**src/rtl/lut_ramp_pkg.sv**
```systemverilog
package lut_ramp_pkg;

  typedef enum logic [1:0] {
    ST_IDLE,
    ST_STEP,
    ST_DWELL,
    ST_HOLD
  } ramp_state_e;

  localparam logic [2:0] FLD_MODE   = 3'd0;
  localparam logic [2:0] FLD_LO     = 3'd1;
  localparam logic [2:0] FLD_HI     = 3'd2;
  localparam logic [2:0] FLD_STEP   = 3'd3;
  localparam logic [2:0] FLD_HDWELL = 3'd4;
  localparam logic [2:0] FLD_LDWELL = 3'd5;

  localparam int MB_LDWELL = 0;
  localparam int MB_HDWELL = 1;
  localparam int MB_BOUNCE = 2;
  localparam int MB_REPEAT = 3;
  localparam int MB_UP     = 4;

  localparam logic [1:0] SPACE_LUT   = 2'b10;
  localparam logic [1:0] SPACE_START = 2'b11;

endpackage

```
**src/rtl/lut_ramp_table.sv**
```systemverilog
module lut_ramp_table #(
  parameter int DEPTH  = 32,
  parameter int DUTY_W = 9,
  parameter int IDX_W  = 8,
  parameter int NRD    = 3,
  localparam int AW    = (DEPTH > 1) ? $clog2(DEPTH) : 1
) (
  input  logic                  clk,
  input  logic                  rst_n,
  input  logic                  we,
  input  logic [AW-1:0]         waddr,
  input  logic [DUTY_W-1:0]     wdata,
  input  logic [NRD*IDX_W-1:0]  ridx,
  output logic [NRD*DUTY_W-1:0] rdata
);

  logic [DUTY_W-1:0] mem_q [DEPTH];

  always_ff @(posedge clk) begin
    if (!rst_n) begin
      for (int i = 0; i < DEPTH; i++) mem_q[i] <= '0;
    end else if (we) begin
      mem_q[waddr] <= wdata;
    end
  end

  for (genvar r = 0; r < NRD; r++) begin : g_rd
    logic [IDX_W-1:0] idx;
    assign idx = ridx[r*IDX_W +: IDX_W];
    assign rdata[r*DUTY_W +: DUTY_W] =
      ({1'b0, idx} < (IDX_W+1)'(DEPTH)) ? mem_q[idx[AW-1:0]] : '0;
  end

endmodule

```
**src/rtl/lut_ramp_chan.sv**
```systemverilog
module lut_ramp_chan
  import lut_ramp_pkg::*;
#(
  parameter int IDX_W   = 8,
  parameter int STEP_W  = 9,
  parameter int DWELL_W = 8,
  parameter int DUTY_W  = 9,
  parameter int DATA_W  = 9
) (
  input  logic              clk,
  input  logic              rst_n,
  input  logic              tick,
  input  logic              wr_en,
  input  logic [2:0]        wr_field,
  input  logic [DATA_W-1:0] wr_data,
  input  logic              start,
  input  logic [DUTY_W-1:0] entry,
  output logic [IDX_W-1:0]  idx_o,
  output logic [DUTY_W-1:0] duty_o,
  output logic              valid_o
);

  logic [4:0]         mode_q;
  logic [IDX_W-1:0]   lo_q, hi_q;
  logic [STEP_W-1:0]  step_q;
  logic [DWELL_W-1:0] hdw_q, ldw_q;

  always_ff @(posedge clk) begin
    if (!rst_n) begin
      mode_q <= '0;
      lo_q   <= '0;
      hi_q   <= '0;
      step_q <= '0;
      hdw_q  <= '0;
      ldw_q  <= '0;
    end else if (wr_en) begin
      case (wr_field)
        FLD_MODE:   mode_q <= wr_data[4:0];
        FLD_LO:     lo_q   <= wr_data[IDX_W-1:0];
        FLD_HI:     hi_q   <= wr_data[IDX_W-1:0];
        FLD_STEP:   step_q <= wr_data[STEP_W-1:0];
        FLD_HDWELL: hdw_q  <= wr_data[DWELL_W-1:0];
        FLD_LDWELL: ldw_q  <= wr_data[DWELL_W-1:0];
        default: ;
      endcase
    end
  end

  ramp_state_e        st_q;
  logic [IDX_W-1:0]   idx_q;
  logic               up_q;
  logic [STEP_W-1:0]  tcnt_q;
  logic [DWELL_W-1:0] dcnt_q;

  logic               step_done, at_end, at_start_end;
  logic [DWELL_W-1:0] end_dwell;
  logic [IDX_W-1:0]   first_idx;
  ramp_state_e        leave_st;
  logic [IDX_W-1:0]   leave_idx;
  logic               leave_up;

  assign step_done    = (step_q == '0) || (tcnt_q == step_q - 1'b1);
  assign at_end       = up_q ? (idx_q == hi_q) : (idx_q == lo_q);
  assign at_start_end = (up_q != mode_q[MB_UP]);
  assign first_idx    = mode_q[MB_UP] ? lo_q : hi_q;
  assign end_dwell    = up_q ? (mode_q[MB_HDWELL] ? hdw_q : '0)
                             : (mode_q[MB_LDWELL] ? ldw_q : '0);

  // Where the walk goes once an end entry and its dwell are finished.
  always_comb begin
    leave_st  = ST_STEP;
    leave_idx = idx_q;
    leave_up  = up_q;
    if (mode_q[MB_BOUNCE]) begin
      if (at_start_end && !mode_q[MB_REPEAT]) begin
        leave_st = ST_HOLD;
      end else begin
        leave_up  = !up_q;
        leave_idx = up_q ? idx_q - 1'b1 : idx_q + 1'b1;
      end
    end else if (mode_q[MB_REPEAT]) begin
      leave_idx = first_idx;
      leave_up  = mode_q[MB_UP];
    end else begin
      leave_st = ST_HOLD;
    end
  end

  always_ff @(posedge clk) begin
    if (!rst_n) begin
      st_q   <= ST_IDLE;
      idx_q  <= '0;
      up_q   <= 1'b1;
      tcnt_q <= '0;
      dcnt_q <= '0;
    end else if (start) begin
      tcnt_q <= '0;
      dcnt_q <= '0;
      if (lo_q != hi_q) begin
        st_q  <= ST_STEP;
        idx_q <= first_idx;
        up_q  <= mode_q[MB_UP];
      end else begin
        st_q <= ST_IDLE;
      end
    end else if (tick) begin
      case (st_q)
        ST_STEP: begin
          if (!step_done) begin
            tcnt_q <= tcnt_q + 1'b1;
          end else begin
            tcnt_q <= '0;
            if (!at_end) begin
              idx_q <= up_q ? idx_q + 1'b1 : idx_q - 1'b1;
            end else if (end_dwell != '0) begin
              st_q   <= ST_DWELL;
              dcnt_q <= '0;
            end else begin
              st_q  <= leave_st;
              idx_q <= leave_idx;
              up_q  <= leave_up;
            end
          end
        end
        ST_DWELL: begin
          if (!step_done) begin
            tcnt_q <= tcnt_q + 1'b1;
          end else begin
            tcnt_q <= '0;
            if (dcnt_q == end_dwell - 1'b1) begin
              st_q  <= leave_st;
              idx_q <= leave_idx;
              up_q  <= leave_up;
            end else begin
              dcnt_q <= dcnt_q + 1'b1;
            end
          end
        end
        default: ;
      endcase
    end
  end

  assign valid_o = (st_q != ST_IDLE);
  assign duty_o  = valid_o ? entry : '0;
  assign idx_o   = idx_q;

endmodule

```
**src/rtl/lut_ramp_seq.sv**
```systemverilog
module lut_ramp_seq
  import lut_ramp_pkg::*;
#(
  parameter int NCH       = 3,
  parameter int LUT_DEPTH = 32,
  parameter int DUTY_W    = 9,
  parameter int IDX_W     = 8,
  parameter int STEP_W    = 9,
  parameter int DWELL_W   = 8,
  localparam int DATA_W   = (STEP_W > DUTY_W) ? STEP_W : DUTY_W,
  localparam int LUT_AW   = (LUT_DEPTH > 1) ? $clog2(LUT_DEPTH) : 1
) (
  input  logic                  clk,
  input  logic                  rst_n,
  input  logic                  tick_i,
  input  logic                  cfg_we_i,
  input  logic [7:0]            cfg_addr_i,
  input  logic [DATA_W-1:0]     cfg_wdata_i,
  output logic [NCH*DUTY_W-1:0] duty_o,
  output logic [NCH-1:0]        duty_valid_o
);

  logic                  chan_space, lut_we, start_hit;
  logic [3:0]            chan_num;
  logic [NCH*IDX_W-1:0]  cur_idx;
  logic [NCH*DUTY_W-1:0] entries;

  assign chan_space = cfg_we_i && !cfg_addr_i[7];
  assign chan_num   = cfg_addr_i[6:3];
  assign start_hit  = cfg_we_i && (cfg_addr_i[7:6] == SPACE_START);
  assign lut_we     = cfg_we_i && (cfg_addr_i[7:6] == SPACE_LUT) &&
                      ({1'b0, cfg_addr_i[5:0]} < 7'(LUT_DEPTH));

  lut_ramp_table #(
    .DEPTH (LUT_DEPTH),
    .DUTY_W(DUTY_W),
    .IDX_W (IDX_W),
    .NRD   (NCH)
  ) u_table (
    .clk  (clk),
    .rst_n(rst_n),
    .we   (lut_we),
    .waddr(cfg_addr_i[LUT_AW-1:0]),
    .wdata(cfg_wdata_i[DUTY_W-1:0]),
    .ridx (cur_idx),
    .rdata(entries)
  );

  for (genvar c = 0; c < NCH; c++) begin : g_chan
    logic wr_en, start;
    assign wr_en = chan_space && (chan_num == 4'(c));
    assign start = start_hit && cfg_wdata_i[c];

    lut_ramp_chan #(
      .IDX_W  (IDX_W),
      .STEP_W (STEP_W),
      .DWELL_W(DWELL_W),
      .DUTY_W (DUTY_W),
      .DATA_W (DATA_W)
    ) u_chan (
      .clk     (clk),
      .rst_n   (rst_n),
      .tick    (tick_i),
      .wr_en   (wr_en),
      .wr_field(cfg_addr_i[2:0]),
      .wr_data (cfg_wdata_i),
      .start   (start),
      .entry   (entries[c*DUTY_W +: DUTY_W]),
      .idx_o   (cur_idx[c*IDX_W +: IDX_W]),
      .duty_o  (duty_o[c*DUTY_W +: DUTY_W]),
      .valid_o (duty_valid_o[c])
    );
  end

endmodule

```
**config.mk**
```make
export PLATFORM = sky130hd
export DESIGN_NAME = lut_ramp_seq
export DESIGN_NICKNAME = d
export VERILOG_FILES = /design/src/rtl/lut_ramp_pkg.sv /design/src/rtl/lut_ramp_table.sv /design/src/rtl/lut_ramp_chan.sv /design/src/rtl/lut_ramp_seq.sv
export SDC_FILE = /design/constraint.sdc
export NUM_CORES = 1
export LEC_CHECK = 0
export BUFFER_PORTS_ARGS = -buffer_cell sky130_fd_sc_hd__buf_2
export CAP_MARGIN = 20
export CORE_MARGIN = 3
export CORE_UTILIZATION = 40
export DETAILED_ROUTE_END_ITERATION = 8
export HOLD_SLACK_MARGIN = 0.12
export PLACE_DENSITY = 0.63
export SLEW_MARGIN = 25
export SYNTH_ARGS = -nofsm -noshare
export SYNTH_HDL_FRONTEND = slang
export SYNTH_SLANG_ARGS = --single-unit
```
**constraint.sdc**
```tcl
create_clock -name clk -period 3 [get_ports clk]
set_clock_uncertainty 0.05 [all_clocks]
set_input_delay 0 -clock clk [delete_from_list [all_inputs] [get_ports clk]]
set_output_delay 0 -clock clk [all_outputs]
set_load 0.01 [all_outputs]
```
# Word-level counts from Yosys, hierarchy flattened
# Memories as Yosys holds them, arrays and structs flattened. A register that Yosys moved wholly into a read port is not among the register bits.
# Cells that the tools add are included.
# totals
elab_cells	378
ramBits	288
romBits	0
n_memories	1
regBits	222
inputBits	21
latch_bits	0
out_inout_bits	30
# mem_list
memory	depth	width	rd	rd_clocked_by_memory_dff	wr	line	text
u_table.mem_q	32	9	3	3	32	lut_ramp_table.sv:17	logic [DUTY_W-1:0] mem_q [DEPTH];
# op_classes
eq_ne	69
reduce_logical	83
bitwise	1
div_mod_pow	0
n_addsub	18
order_cmp	4
mul	0
n_mux	169
shift	0
# ops
op	count
$mux 8	66
$pmux 8 s2	6
$mux 9	10
$eq 8x8->1	9
$mux 2	30
$add 8x1->8 const B	6
$sub 8x1->8 const B	6
$mux 1	44
$reduce_and 2->1	21
$reduce_and 7->1	6
$ne 3x2->1 const B	12
$mux 5	7
$ne 2x1->1 const B	15
$add 9x1->9 const B	3
$eq 9x9->1	3
$logic_not 9->1	3
$sub 9x1->9 const B	3
$lt 8x6->1 const B	3
$ne 8x8->1	3
$reduce_and 8->1	3
$reduce_bool 8->1	3
$reduce_and 6->1	3
$reduce_bool 2->1	9
$logic_and 1x1->1	13
22 further kinds	57

# Longest topological paths before layout
# Gate-level depths: netlist (run 1).
# depth
depth_word	12
mapped_depth	15
mapped_depth_nobuf	11

# By module
# A second synthesis (run 1) with hierarchy kept.
# hier_totals
hier_cells	3130
area_unflattened_um2	33520.9
# by_module_without_submodules
module	area_each_um2	seq_area_each_um2	instances	cells_each
lut_ramp_table	18536.5	8648.3	1	1226
lut_ramp_chan (g_chan[0].u_chan ...)	4996.0	1481.4	2	630
lut_ramp_chan (g_chan[2].u_chan)	4909.7	1481.4	1	635
lut_ramp_seq	82.6	0.0	1	9

# Worst setup path before layout (run 1)
# OpenSTA, ideal clock, no wires.
# synth_path
path_type	register to register
start	reg g_chan[1].u_chan.step_q[0]
end	reg g_chan[1].u_chan.idx_q[4]
setup_ps	84
t_arrival_ps	2987
required_time_ps	2866
stages_incl_launch_ff	15
slack_ps	-121
path_cell_list	dfxtp_1 clkbuf_1 inv_1 ha_1 clkbuf_1 o21bai_1 a2111oi_0 a311oi_1 a211oi_2 o211ai_1 o21a_1 or3_1 buf_2 buf_6 o31ai_2
# synth_via
elab_chain_len	5
elab_cells_between_ends	7
# synth_rtl
item	line	text
from (decl)	lut_ramp_chan.sv:25	logic [STEP_W-1:0] step_q;
from (signal assigned)	lut_ramp_chan.sv:41	FLD_STEP: step_q <= wr_data[STEP_W-1:0];
$sub 9x1->9	lut_ramp_chan.sv:62	assign step_done = (step_q == '0) || (tcnt_q == step_q - 1'b1);
$eq 9x9->1	lut_ramp_chan.sv:62	
$logic_or 1x1->1 (*)	lut_ramp_chan.sv:62	
$ne 3x2->1 (no source line)	-	
$reduce_and 7->1 (no source line) (*)	-	
to (signal assigned)	lut_ramp_chan.sv:101	idx_q <= first_idx;
to (signal assigned)	lut_ramp_chan.sv:114	idx_q <= up_q ? idx_q + 1'b1 : idx_q - 1'b1;
to (signal assigned)	lut_ramp_chan.sv:120	idx_q <= leave_idx;
to (decl)	lut_ramp_chan.sv:50	logic [IDX_W-1:0] idx_q;
# Mark *: on every way between the ends. The rest lies on a longest branch, timed or not.
# A chain may end at the register's enable or synchronous reset.

==> flow_summary.toml, run 1 <==
[outcome]
run_status = "finished, violations left"
failing_checks = "setup timing"

[drt]
detailedRoute.firstPassIterationCount = 7
route.vias.total = 25900
detailedRoute.firstIterationViolations = 2600
drt_drc_violations_left = 0
postRouteAntennaNets = 0
wl_per_cell_um = 23.6
drt_wl_total_um = 102000
drt-vias-per-instance = 6.00

[cts]
cts.reportedPaths.clkPinSlew_ps = 70
tritoncts_num_sinks = 525
max-clock-path-buffers = 3
htree_num_levels = 2
insertion_delay_ps = 650
tritoncts_clock_tree = "built"
cts_buffers = 59
cell_at_the_root_of_the_clock_tree = "sky130_fd_sc_hd__clkbuf_16"

[worst_hold_path]
hold_start = "cfg_addr_i[7]"
min-delay-path-class = "input port to flop"

[critical_path]
cp_max_fo = 8
data_required_time_of_the_worst_path_ps = 2950
critical_path.reg2reg.startpoint = "g_chan[2].u_chan.up_q"
endpoint_kind = "primary output"
worst-r2r-setup-slack_ps = 90
crit_type = "flop to primary output"
critPathLaunchType = "flop"
cp.arrival_ps = 3050

[placed_design]
dpl.hpwl_um = 69400
dpl_worst_slack_ps = -117
io_buffer_count = 50
gp_congestion = 0.946

[global_routing]
number_of_global_route_vias_before_repair = 24600
initial_antenna_violation_count = 4
grt_pass1_wl_um = 153000
grt_max_degree = 73
overflow = 0
global_route.usage.total_pct = 23.0

[floorplanning]
die_height_um = 294
floorplan.rows = 104
design.portCount = 51
die-width_um = 294
core_area_um2 = 81300
die_area_um2 = 86400
initial_utilization_pct = 40.8

[yosys]
yosysWarningCount = 0
synth_largest_type_area_fraction_pct = 26.1
syn_area_um2 = 33200
ys_dominant_reg_cell = "sky130_fd_sc_hd__edfxtp_1"
netlist_top_cells_area = "sky130_fd_sc_hd__edfxtp_1 (26%), sky130_fd_sc_hd__mux4_2 (18%), sky130_fd_sc_hd__dfxtp_1 (14%), sky130_fd_sc_hd__mux2i_1 (6.8%), sky130_fd_sc_hd__and2_1 (5.8%)"
synthesis.nets = 3072
ys_seq_area_share_pct = 40.4
synth_area_leader_cell = "sky130_fd_sc_hd__edfxtp_1"
synth_cell_types = 88
average_instance_area_after_synthesis_um2 = 11.0
yosys.cell_count.top_type = "sky130_fd_sc_hd__and2_1"
async_reset_ff_share_pct = 0
synth_enable_flop_cells = 288
ys_ff_latch = 525
synthesis.instances = 3024
synth_common_cells = "sky130_fd_sc_hd__and2_1 (309), sky130_fd_sc_hd__edfxtp_1 (288), sky130_fd_sc_hd__nor2_1 (276)"

[cells_and_area]
layout-drive-gt1-share_pct = 26.8
syn2layout_area_growth_pct = 19.7
total_number_of_nets_in_the_final_design = 3261

[power]
vdd_drop_max_uv = 446
cellPowerDensity_nw_per_um2 = 449
power_frac_seq_pct = 45.0
pwr-share-clk_pct = 44.1
p_switching_w = 0.00448
power_switching_share_pct = 25.2
comb_power_share_pct = 10.9
internal_power_w = 0.0133
leakagePower_nw = 14.4

[timing]
timing.final.setup_violations = 18
worst-slew-pin-transition_ps = 1100
period_minus_slack_ps = 3100
hold_viol = 0
rsz0062_at_grt = "true"
report.final.slew_viol_count = 0
min_period_over_period_pct = 103
finalWorstSetupSlack_ps = -100
relSlewSlack_pct = 27.0
setup-tns-final_ps = -755
maxClockFrequency_mhz = 323

[flow_run]
cap_violations = 0
## state kept, by name, indices dropped and copies added (netlist names), 24 cells and up, named ones only
name / count
u_table.mem_q: 288
g_chan.u_chan.step_q: 27
g_chan.u_chan.tcnt_q: 27
g_chan.u_chan.dcnt_q: 24
g_chan.u_chan.hdw_q: 24
g_chan.u_chan.hi_q: 24
g_chan.u_chan.idx_o: 24
g_chan.u_chan.ldw_q: 24
g_chan.u_chan.lo_q: 24
## layout by cell type, fill, tap and decap left out, drive strengths merged, types with 18 or more instances in the layout
| cell type | instances |
|---|---|
| a211o | 18 |
| a211oi | 34 |
| a21oi | 111 |
| and2 | 312 |
| and3 | 22 |
| buf | 344 |
| clkbuf | 79 |
| clkinv | 18 |
| dfxtp | 237 |
| dlygate4sd3 | 23 |
| edfxtp | 288 |
| ha | 27 |
| inv | 56 |
| mux2i | 227 |
| mux4 | 270 |
| nand2 | 180 |
| nand2b | 21 |
| nand3 | 121 |
| nand4 | 31 |
| nor2 | 276 |
| nor3 | 32 |
| nor4 | 29 |
| o211ai | 21 |
| o21ai | 91 |
| xnor2 | 74 |
| xor2 | 77 |
## power by group through the flow
stage	registers (W)	logic [W]	clock network, W
3_3_place_gp	0.00813	0.00169	0
6_report	0.00802	0.00194	0.00786
5_1_grt	0.00803	0.00202	0.00824
4_1_cts	0.00800	0.00184	0.00797
2_1_floorplan	0.00805	0.00109	0
3_5_place_dp	0.00815	0.00171	0
## metal layers
metal | up-vias | global-route usage (%) | routed length (um)
met5 | - | 0 | 41
met2 | 1261 | 36.2 | 46400
met4 | 6 | 10.2 | 4630
met3 | 249 | 4.97 | 9640
li1 | 11700 | - | -
met1 | 12700 | 30.6 | 41400
## cell families (layout without fill, tap and decap cells)
family | Yosys count | count (layout) | synth area share [%]
AOI/OAI and AO/OA | 411 | 411 | 8.26
xor gates and xnor gates | 151 | 151 | 3.99
adders and majority gates | 27 | 27 | 1.02
buffers and inverters | 295 | 534 | 3.53
DFF | 525 | 525 | 40.4
muxes | 508 | 508 | 25.6
other | 0 | 1 | 0
and+or+nand+nor | 1107 | 1107 | 17.3
## per-stage QoR
| step | cell area [um^2] | total power, W | instances | hold slack (ps) | util, % |
|---|---|---|---|---|---|
| after global placement | 35900 | 0.00983 | 4130 | 337 | 44.1 |
| after CTS | 38900 | 0.0178 | 4293 | 124 | 47.9 |
| after detailed placement | 35900 | 0.00986 | 4130 | 341 | 44.1 |
| after floorplan | 33200 | 0.00915 | 3024 | 97.4 | - |
| final | 39700 | 0.0178 | 4324 | 167 | 48.8 |
| after global routing | 39700 | 0.0183 | 4323 | 179 | 48.8 |
## cell type report
class,count,area [um^2]
Multi-Input combinational cell,2204,19200
Fill cell,7114,41600
Clock buffer,74,1600
Clock inverter,37,493
Sequential cell,525,13400
Timing Repair Buffer,372,3450
Inverter,51,194
Tap cell,1060,1330
Antenna cell,1,2.50
## critical path, stage by stage, from the launching register on
cell                      delay, ps
sky130_fd_sc_hd__dfxtp_4        420
sky130_fd_sc_hd__buf_12         130
sky130_fd_sc_hd__buf_12         120
sky130_fd_sc_hd__buf_16         160
sky130_fd_sc_hd__mux4_2         550
sky130_fd_sc_hd__mux4_2         580
sky130_fd_sc_hd__mux2i_4        220
sky130_fd_sc_hd__nor2_1          70
sky130_fd_sc_hd__buf_2          170
## final timing paths
| kind | end | cells past startpoint |
|---|---|---|
| setup reg to reg | g_chan[2].u_chan.dcnt_q[1] | 13 |
| setup / recovery | duty_o[19] | 8 |
| hold reg to reg | g_chan[0].u_chan.dcnt_q[3] | 2 |
| hold / removal | g_chan[2].u_chan.lo_q[3] | 6 |
## what timing repair did
item	CTS	global route
buffers inserted	18	23
pin swaps	4	32
setup endpoints to repair	43	97
endpoints found under the hold margin	432	0
resized for setup	68	100
gates cloned	11	7
hold buffers	23	0
(Power assumes the default switching activity.)
==> run 2, diff against run 1 <==
--- a/config.mk
+++ b/config.mk
@@ -15,4 +15,5 @@
 export SLEW_MARGIN = 25
 export SYNTH_ARGS = -nofsm -noshare
 export SYNTH_HDL_FRONTEND = slang
+export SYNTH_HIERARCHICAL = 1
 export SYNTH_SLANG_ARGS = --single-unit
==> flow_summary.toml, run 2 <==
[outcome]
run_status = "finished, violations left"
failing_checks = "setup timing"

[cells_and_area]
mostFrequentLayoutCell = "sky130_fd_sc_hd__nand2_1"
instances_no_fill = 4425
largest-register = "u_table/mem_q"
layout-drive-gt1-share_pct = 22.3
layout.cells.most_common_list = "sky130_fd_sc_hd__nand2_1 (328), sky130_fd_sc_hd__and2_1 (305), sky130_fd_sc_hd__edfxtp_1 (288), sky130_fd_sc_hd__buf_4 (216), sky130_fd_sc_hd__dfxtp_1 (209)"
reg.largest.list = "u_table/mem_q (288), g_chan.u_chan/step_q (27), g_chan.u_chan/tcnt_q (27)"
final_core_utilization_pct = 47.7
total_number_of_nets_in_the_final_design = 3352
syn2layout_area_growth_pct = 17.4
largest_register_ff_count = 288

[floorplanning]
die-width_um = 295
initial_utilization_pct = 40.6
floorplan.rows = 105
core_area_um2 = 82500
design.portCount = 51
die_area_um2 = 87300
die_height_um = 295

[timing]
period_minus_slack_ps = 3050
maxClockFrequency_mhz = 328
report.final.slew_viol_count = 0
relSlewSlack_pct = 29.7
hold_viol = 0
setup-tns-final_ps = -53.8
worst-slew-pin-transition_ps = 1060
timing.final.setup_violations = 2
min_period_over_period_pct = 102
finalWorstSetupSlack_ps = -47.4
rsz0062_at_grt = "true"

[cts]
tritoncts_num_sinks = 510
max-clock-path-buffers = 3
insertion_delay_ps = 620
cts_buffers = 56
tritoncts_clock_tree = "built"
cts.reportedPaths.clkPinSlew_ps = 60
htree_num_levels = 2
cell_at_the_root_of_the_clock_tree = "sky130_fd_sc_hd__clkbuf_16"

[yosys]
ys_seq_area_share_pct = 39.1
synth_cell_types = 106
yosys.cell_count.top_type = "sky130_fd_sc_hd__nand2_1"
ys_dominant_reg_cell = "sky130_fd_sc_hd__edfxtp_1"
yosysWarningCount = 6
ys_ff_latch = 510
synthesis.nets = 3178
synth_common_cells = "sky130_fd_sc_hd__nand2_1 (328), sky130_fd_sc_hd__and2_1 (310), sky130_fd_sc_hd__edfxtp_1 (288)"
synth_enable_flop_cells = 288
syn_area_um2 = 33500
synth_largest_type_area_fraction_pct = 25.8
average_instance_area_after_synthesis_um2 = 10.7
netlist_top_cells_area = "sky130_fd_sc_hd__edfxtp_1 (26%), sky130_fd_sc_hd__dfxtp_1 (13%), sky130_fd_sc_hd__mux4_2 (8.3%), sky130_fd_sc_hd__mux2i_1 (6.7%), sky130_fd_sc_hd__and2_1 (5.8%)"
synthesis.instances = 3130
synth_area_leader_cell = "sky130_fd_sc_hd__edfxtp_1"
async_reset_ff_share_pct = 0

[placed_design]
numPlacedInstances = 4241
io_buffer_count = 50
dpl.hpwl_um = 69500
gp_congestion = 0.911

[critical_path]
timing.critical_path.slowest_cell_delay_ps = 530
endpoint_kind = "flop"
timing.rr.end = "g_chan[2].u_chan/dcnt_q[6]"
cp_max_fo = 6
worst_path_max_delay_cell = "sky130_fd_sc_hd__or4_4"
cp.arrival_ps = 3550
cpMostUsedCell = "sky130_fd_sc_hd__or4_4"
worstPathCellList = "or4_4, or3_2, a211o_1, a32o_2, a211oi_4, buf_6, nand2_8, or4_4, a21oi_2"
worst_setup_path_startpoint = "g_chan[2].u_chan/step_q[0]"
worst-r2r-setup-slack_ps = -50
data_required_time_of_the_worst_path_ps = 3500
crit_type = "flop to flop"
ff2ff_path_depth = 9
critPathLaunchType = "flop"
critical_path.reg2reg.startpoint = "g_chan[2].u_chan/step_q[0]"

[power]
comb_power_share_pct = 7.9
cellPowerDensity_nw_per_um2 = 430
total_power_w = 0.0169
p_switching_w = 0.00400
leakagePower_nw = 13.6
power_frac_seq_pct = 45.7
power_switching_share_pct = 23.6
vdd_drop_max_uv = 462
pwr-share-clk_pct = 46.4
internal_power_w = 0.0129

[drt]
detailedRoute.firstIterationViolations = 2422
drt_wl_total_um = 107000
route.vias.total = 26500
wl_per_cell_um = 24.1
postRouteAntennaNets = 0
drt-vias-per-instance = 6.00
drt_drc_violations_left = 0
detailedRoute.firstPassIterationCount = 5

[global_routing]
overflow = 0
globalRouteMet2Util_pct = 38.5
grt_pass1_wl_um = 159000
grt_max_degree = 68
grt_use_met3_pct = 4.58
initial_antenna_violation_count = 1
number_of_global_route_vias_before_repair = 25400
globalRouteMet1Util_pct = 32.0
grt.busiest_layer = "met2"
global_route.usage.total_pct = 23.8

[worst_hold_path]
hold_start = "cfg_addr_i[6]"
hold_path_end = "g_chan[1].u_chan/mode_q[1]"
min-delay-path-class = "input port to flop"
hold_depth = 8

[flow_run]
cap_violations = 0
[run 2: cell types whose count changed after synthesis, moves of 57 or more]
cell,delta
sky130_fd_sc_hd__nand2_1,+148
sky130_fd_sc_hd__mux4_2,-147
sky130_fd_sc_hd__nor2_1,-118
sky130_fd_sc_hd__nor2b_1,+69
sky130_fd_sc_hd__mux4_1,+68
sky130_fd_sc_hd__a21boi_0,+66
sky130_fd_sc_hd__nand3_1,-57
[run 2: final cells by class]
type,instances,area (um^2)
Multi-Input combinational cell,2344,19600
Sequential cell,510,13100
Antenna cell,3,7.51
Tap cell,1070,1340
Fill cell,7504,43200
Timing Repair Buffer,338,3020
Clock inverter,39,567
Inverter,54,208
Clock buffer,67,1520
[run 2: per-layer routing]
layer  wire length (um)  vias up
met5                  0        -
met4               4060        0
met3              10300      212
met1              43100    13000
met2              49300     1300
li1                   -    12100
[run 2: worst max-delay path by stage]
stage                            endpoint  depth (start not counted)
2_1_floorplan       g_chan[0].u_chan/up_q                         13
3_3_place_gp   g_chan[0].u_chan/dcnt_q[0]                         12
3_5_place_dp    g_chan[0].u_chan/idx_o[4]                         12
4_1_cts             g_chan[0].u_chan/up_q                         13
5_1_grt             g_chan[0].u_chan/up_q                         13
6_report       g_chan[2].u_chan/dcnt_q[6]                          9
[run 2: what timing repair did]
action | CTS | global route
endpoints found under the setup margin | 53 | 81
resized for setup | 49 | 129
endpoints found under the hold margin | 241 | 0
pin swaps | 13 | 52
gates cloned | 5 | 5
buffers inserted | 18 | 25
hold buffers | 23 | 0
[run 2: through the flow]
stage	hold WS [ps]	cell area [um^2]	setup slack, ps
CTS	177	38600	-29.4
global route	244	39300	-202
detailed placement	403	35700	-175
finish	239	39400	-47.4
global placement	398	35700	-117
floorplan	78.4	33600	-49.5
[run 2: cell families (layout without fill, tap and decap cells)]
kind of cell	Yosys count	count (layout)	share of synthesized area (%)
AOI/OAI and AO/OA	553	554	11.7
xor gates and xnor gates	162	162	4.23
adders and majority gates	27	27	1.01
buffers and inverters	278	498	4.55
DFF	510	510	39.1
muxes	428	428	21.0
other	0	3	0
and+or+nand+nor	1172	1173	18.4
[run 2: worst max-delay path, delay by kind of cell (launching register included)]
family | cells | cell delay [ps]
compound gates | 4 | 930
buf+inv | 1 | 180
flops | 1 | 320
simple gates | 4 | 1510
[run 2: power groups by stage]
stage	logic (W)	registers, W	clock network (W)
after detailed placement	0.00121	0.00789	0
after global placement	0.00120	0.00787	0
after global routing	0.00139	0.00777	0.00826
final	0.00134	0.00775	0.00785
after floorplan	0.000715	0.00782	0
after CTS	0.00127	0.00774	0.00798
